`src/rtl/cl_alu_pkg.sv`:
```
package cl_alu_pkg;

    localparam int OP_W = 4;

    typedef enum logic [OP_W-1:0] {
        OP_ADD  = 4'd0,
        OP_SUB  = 4'd1,
        OP_ADC  = 4'd2,
        OP_AND  = 4'd3,
        OP_OR   = 4'd4,
        OP_XOR  = 4'd5,
        OP_ANDN = 4'd6,
        OP_ORN  = 4'd7,
        OP_XNOR = 4'd8,
        OP_UMIN = 4'd9,
        OP_UMAX = 4'd10,
        OP_SMIN = 4'd11,
        OP_SMAX = 4'd12
    } alu_op_e;

endpackage

```
`src/rtl/cl_alu_addsub.sv`:
```
module cl_alu_addsub
    import cl_alu_pkg::*;
#(
    parameter int WIDTH = 32
) (
    input  alu_op_e            op,
    input  logic [WIDTH-1:0]   a,
    input  logic [WIDTH-1:0]   b,
    input  logic               cin,
    output logic [WIDTH-1:0]   sum,
    output logic               cout
);
    localparam int EXT_W = WIDTH + 1;

    logic [WIDTH-1:0] b_eff;
    logic             c_eff;
    logic [EXT_W-1:0] full;

    always_comb begin
        b_eff = b;
        c_eff = 1'b0;
        if (op == OP_SUB) begin
            b_eff = ~b;
            c_eff = 1'b1;
        end else if (op == OP_ADC) begin
            c_eff = cin;
        end
        full = {1'b0, a} + {1'b0, b_eff} + {{WIDTH{1'b0}}, c_eff};
        sum  = full[WIDTH-1:0];
        cout = full[WIDTH];
    end
endmodule

```
`src/rtl/cl_alu_logic.sv`:
```
module cl_alu_logic
    import cl_alu_pkg::*;
#(
    parameter int WIDTH = 32
) (
    input  alu_op_e            op,
    input  logic [WIDTH-1:0]   a,
    input  logic [WIDTH-1:0]   b,
    output logic [WIDTH-1:0]   y
);
    always_comb begin
        unique case (op)
            OP_AND:  y = a & b;
            OP_OR:   y = a | b;
            OP_XOR:  y = a ^ b;
            OP_ANDN: y = a & ~b;
            OP_ORN:  y = a | ~b;
            OP_XNOR: y = ~(a ^ b);
            default: y = '0;
        endcase
    end
endmodule

```
`src/rtl/cl_alu_minmax.sv`:
```
module cl_alu_minmax
    import cl_alu_pkg::*;
#(
    parameter int WIDTH = 32
) (
    input  alu_op_e            op,
    input  logic [WIDTH-1:0]   a,
    input  logic [WIDTH-1:0]   b,
    output logic [WIDTH-1:0]   y
);
    logic is_signed;
    logic b_below;
    logic a_below;

    always_comb begin
        is_signed = (op == OP_SMIN) || (op == OP_SMAX);
        if (is_signed) begin
            b_below = $signed(b) < $signed(a);
            a_below = $signed(a) < $signed(b);
        end else begin
            b_below = b < a;
            a_below = a < b;
        end
        unique case (op)
            OP_UMIN, OP_SMIN: y = b_below ? b : a;
            OP_UMAX, OP_SMAX: y = a_below ? b : a;
            default:          y = '0;
        endcase
    end
endmodule

```
`src/rtl/cl_alu.sv`:
```
module cl_alu
    import cl_alu_pkg::*;
#(
    parameter int WIDTH = 32
) (
    input  logic              clk,
    input  logic              rst_n,
    input  logic [3:0]        op_i,
    input  logic [WIDTH-1:0]  opa_i,
    input  logic [WIDTH-1:0]  opb_i,
    input  logic [WIDTH-1:0]  opc_i,
    output logic [WIDTH-1:0]  res_o,
    output logic [WIDTH-1:0]  cw_o
);
    typedef struct packed {
        logic [WIDTH-1:0] res;
        logic [WIDTH-1:0] cw;
    } out_t;

    alu_op_e          op;
    logic [WIDTH-1:0] arith_y;
    logic             arith_c;
    logic [WIDTH-1:0] logic_y;
    logic [WIDTH-1:0] mm_y;
    logic             unused_chi;
    out_t             out_d;
    out_t             out_q;

    assign op         = alu_op_e'(op_i);
    assign unused_chi = ^opc_i[WIDTH-1:1];

    cl_alu_addsub #(.WIDTH(WIDTH)) u_addsub (
        .op   (op),
        .a    (opa_i),
        .b    (opb_i),
        .cin  (opc_i[0]),
        .sum  (arith_y),
        .cout (arith_c)
    );

    cl_alu_logic #(.WIDTH(WIDTH)) u_logic (
        .op (op),
        .a  (opa_i),
        .b  (opb_i),
        .y  (logic_y)
    );

    cl_alu_minmax #(.WIDTH(WIDTH)) u_minmax (
        .op (op),
        .a  (opa_i),
        .b  (opb_i),
        .y  (mm_y)
    );

    always_comb begin
        out_d = '0;
        case (op)
            OP_ADD, OP_SUB: out_d.res = arith_y;
            OP_ADC: begin
                out_d.res = arith_y;
                out_d.cw  = {{(WIDTH-1){1'b0}}, arith_c};
            end
            OP_AND, OP_OR, OP_XOR, OP_ANDN, OP_ORN, OP_XNOR:
                out_d.res = logic_y;
            OP_UMIN, OP_UMAX, OP_SMIN, OP_SMAX:
                out_d.res = mm_y;
            default: out_d = '0;
        endcase
        if (!rst_n) out_d = '0;
    end

    always_ff @(posedge clk) begin
        out_q <= out_d;
    end

    assign res_o = out_q.res;
    assign cw_o  = out_q.cw;
endmodule

```
`config.mk`:
```
export PLATFORM = sky130hd
export DESIGN_NAME = cl_alu
export DESIGN_NICKNAME = d
export VERILOG_FILES = /design/src/rtl/cl_alu_pkg.sv /design/src/rtl/cl_alu_addsub.sv /design/src/rtl/cl_alu_logic.sv /design/src/rtl/cl_alu_minmax.sv /design/src/rtl/cl_alu.sv
export SDC_FILE = /design/constraint.sdc
export NUM_CORES = 1
export LEC_CHECK = 0
export ABC_AREA = 1
export BUFFER_PORTS_ARGS = -buffer_cell sky130_fd_sc_hd__buf_2
export CORE_MARGIN = 8
export CORE_UTILIZATION = 50
export DETAILED_ROUTE_END_ITERATION = 16
export MAX_ROUTING_LAYER = met4
export PLACE_DENSITY = 0.68
export SLEW_MARGIN = 20
export SYNTH_ARGS = -nofsm -noshare
export SYNTH_HDL_FRONTEND = slang
export SYNTH_HIERARCHICAL = 1
export SYNTH_SLANG_ARGS = --single-unit
```
`constraint.sdc`:
```
create_clock -name clk -period 3.9 [get_ports clk]
set_input_delay 0.195 -clock clk [delete_from_list [all_inputs] [get_ports clk]]
set_output_delay 0.195 -clock clk [all_outputs]
set_load 0.005 [all_outputs]
```
==> results.toml <==
[outcome]
status = "completed"

[detailed_routing]
vias = 13000
drc = 0
vias_per_cell = 5.35
drt-total-wl_um = 37400
drtAntennaViolNets = 0
drt_iter0_markers = 1177
dr.pass1.iters = 5
wl_per_cell_um = 15.4

[die]
die_w_um = 163
die-area_um2 = 26700
die_h_um = 163
ios = 166
start_util = 0.504
core_um2 = 21600
fp-row-count = 54

[yosys]
synthSimpleGateAreaFrac = 0.558
synth_area_um2 = 10900
postSynthCellCount = 2102
synth_top_family_by_area = "simple AND/OR/NAND/NOR gates"
synthAdderAreaFrac = 0.113
ys_seq_area_frac = 0.0608
yosys_warnings = 6
syn-mean-instance-area_um2 = 5.17
synthMuxAreaShare = 0
synthXorXnorAreaFrac = 0.0379
ys_types = 38
synth_compound_area_frac = 0.0501
synth-seq-cells = 33

[power_and_ir_drop]
fin_total_pwr_uw = 2260
ir_drop_uv = 155
power_density_nw_per_um2 = 198
p_leak_uw = 0.00738

[sta]
relSlewSlack = 0.286
rsz0062_at_grt = "false"
setup_viol_count_final = 0
hold_viol = 0
min_period_over_period = 0.817
fmax_mhz = 314
finalCriticalPeriod_ns = 3.19
tns_ns = 0
hold_slack_ns = 0.276
slew_violations = 0
worst_pin_slew_ns = 1.07

[clocking]
cts.sinks = 33
clkTransAtPathRegs_ns = 0.06
numCtsBuffers = 5
clock_path_buffers = 2
clockRootBuffer = "clkbuf_16"
hold_buffers = 0
cts_resized = 0
cts_tree = "built"
postCtsSetupBuffers = 0
htree_levels = 2

[placed_design]
dp_hpwl_um = 27300
port_buffers = 103
gp_congestion = 0.963

[setup_path]
criticalPathCategory = "in2reg"
cp_data_arrival_time_ns = 3.43
cp_slowest_cell = "nand3_2"
crit_required_ns = 4.14
start_kind = "primary input"
critical_path.max_fanout = 32
cpPeakStageDelay_ns = 0.71
crit_path_cell_trace = "buf_2 > inv_1 > ha_1 > nand2_1 > nor2_1 > nand4_1 > nor2_2 > nand2_1 > nand3_1 > nand3_2 > nand3_1 > nand3_1 > nand2_1 > nand4_1 > nand3_1 > nand2_1 > inv_1"
worstSetupEndpointType = "flip-flop"

[worst_hold_path]
min_path_type = "in2reg"

[layout]
diodes = 0
final-seq-area_um2 = 661
fin_nets = 2347
multi_input_area_um2 = 8390
drive_gt1_frac = 0.105
fill_cells = 2351
syn2layout_area_growth_pct = 5.08

[global_route]
grtUsageTotal = 0.283
grt_pass1_vias = 12000
antenna_found_initial = 0
grt_max_degree = 65
grt_pass1_wl_um = 60400
grt_overflow_total = 0

[run]
max_cap_violations = 0
## power by group
part           leakage [uW]  internal (uW)  switching [uW]
Combinational       0.00703            454             964
Clock             0.0000799            272             201
Sequential         0.000270            363            6.12
## registers in the layout, indices dropped and copies added, names as in the netlist
| signal | flops |
|---|---|
| res_o | 32 |
| cw_o | 1 |
## kinds of logic (layout without fill, tap and decap cells)
kind of cell    count (synthesis)  in the layout
xor+xnor                       47             47
flops                          33             33
compound gates                102            102
other cells                     1             31
simple gates                 1392           1392
buf+inv                       430            447
fa+ha+maj                      97             97
## Yosys cell counts (all sizes together)
library cell / n / share of area
a21o: 2 / 0.0014
a21oi: 82 / 0.038
buf: 103 / 0.066
clkbuf: 10 / 0.0035
conb: 1 / 0.00035
dfxtp: 33 / 0.061
fa: 2 / 0.0037
ha: 95 / 0.11
inv: 317 / 0.11
nand2: 916 / 0.33
nand3: 309 / 0.16
nand3b: 1 / 0.00069
nand4: 39 / 0.022
nor2: 120 / 0.045
nor3: 5 / 0.0023
nor4: 1 / 0.00058
o211ai: 1 / 0.0012
o21a: 3 / 0.0021
o21ai: 10 / 0.0050
o21bai: 3 / 0.0021
o31ai: 1 / 0.00069
or2: 1 / 0.00058
xnor2: 34 / 0.027
xor2: 13 / 0.010
## worst paths after layout
path	from	endpoint	slack, ns	cells past startpoint
max	opa_i[23]	res_o[0]	0.71	17
min	op_i[1]	cw_o[0]	0.28	3
## layout make-up
class / instances / share of cell area
inverters: 317 / 0.105
repair buffers: 122 / 0.0577
well taps: 280 / 0.0307
clock buffers: 7 / 0.0134
clock inverters: 1 / 0.000438
flip-flops and latches: 33 / 0.0579
multi-input cells: 1669 / 0.735
## metrics by stage
stage | utilization | area (um2) | cells | setup slack (ns)
after CTS | 0.530 | 11400 | 2429 | 0.866
after global placement | 0.522 | 11300 | 2421 | 0.606
after floorplan | - | 11000 | 2132 | 1.32
after detailed placement | 0.522 | 11300 | 2421 | 0.553
final | 0.530 | 11400 | 2429 | 0.715
after global routing | 0.530 | 11400 | 2429 | 0.538
## cells in the final DEF, fill, tap and decap left out, types with 9 or more instances in the layout
cell type  netlist  layout
nand3_2         34      34
xnor2_1         34      34
nand2_2         39      39
inv_1          312     312
dfxtp_1         33      33
buf_2           53     103
xor2_1          13      13
a21oi_1         82      82
nand3_1        275     275
conb_1           1      31
buf_4           40      19
nor2_2           7       9
nand2_1        874     874
ha_1            95      95
nand4_1         39      39
nor2_1         110     108
## layer usage
metal  up-vias  global-route usage  wire length [um]
li1       6537                   -                 -
met1      5789               0.370             16600
met2       588               0.455             16600
met3        74              0.0300              3350
met4         0              0.0792               853
met5         -                   -                 0
## critical path, delay by kind of cell
family	cells	cell delay [ns]
adder cells (fa/ha/maj)	1	0.32
AND/OR/NAND/NOR	13	2.57
buffers and inverters	3	0.33
No activity file was read; power rests on OpenSTA's default activity.
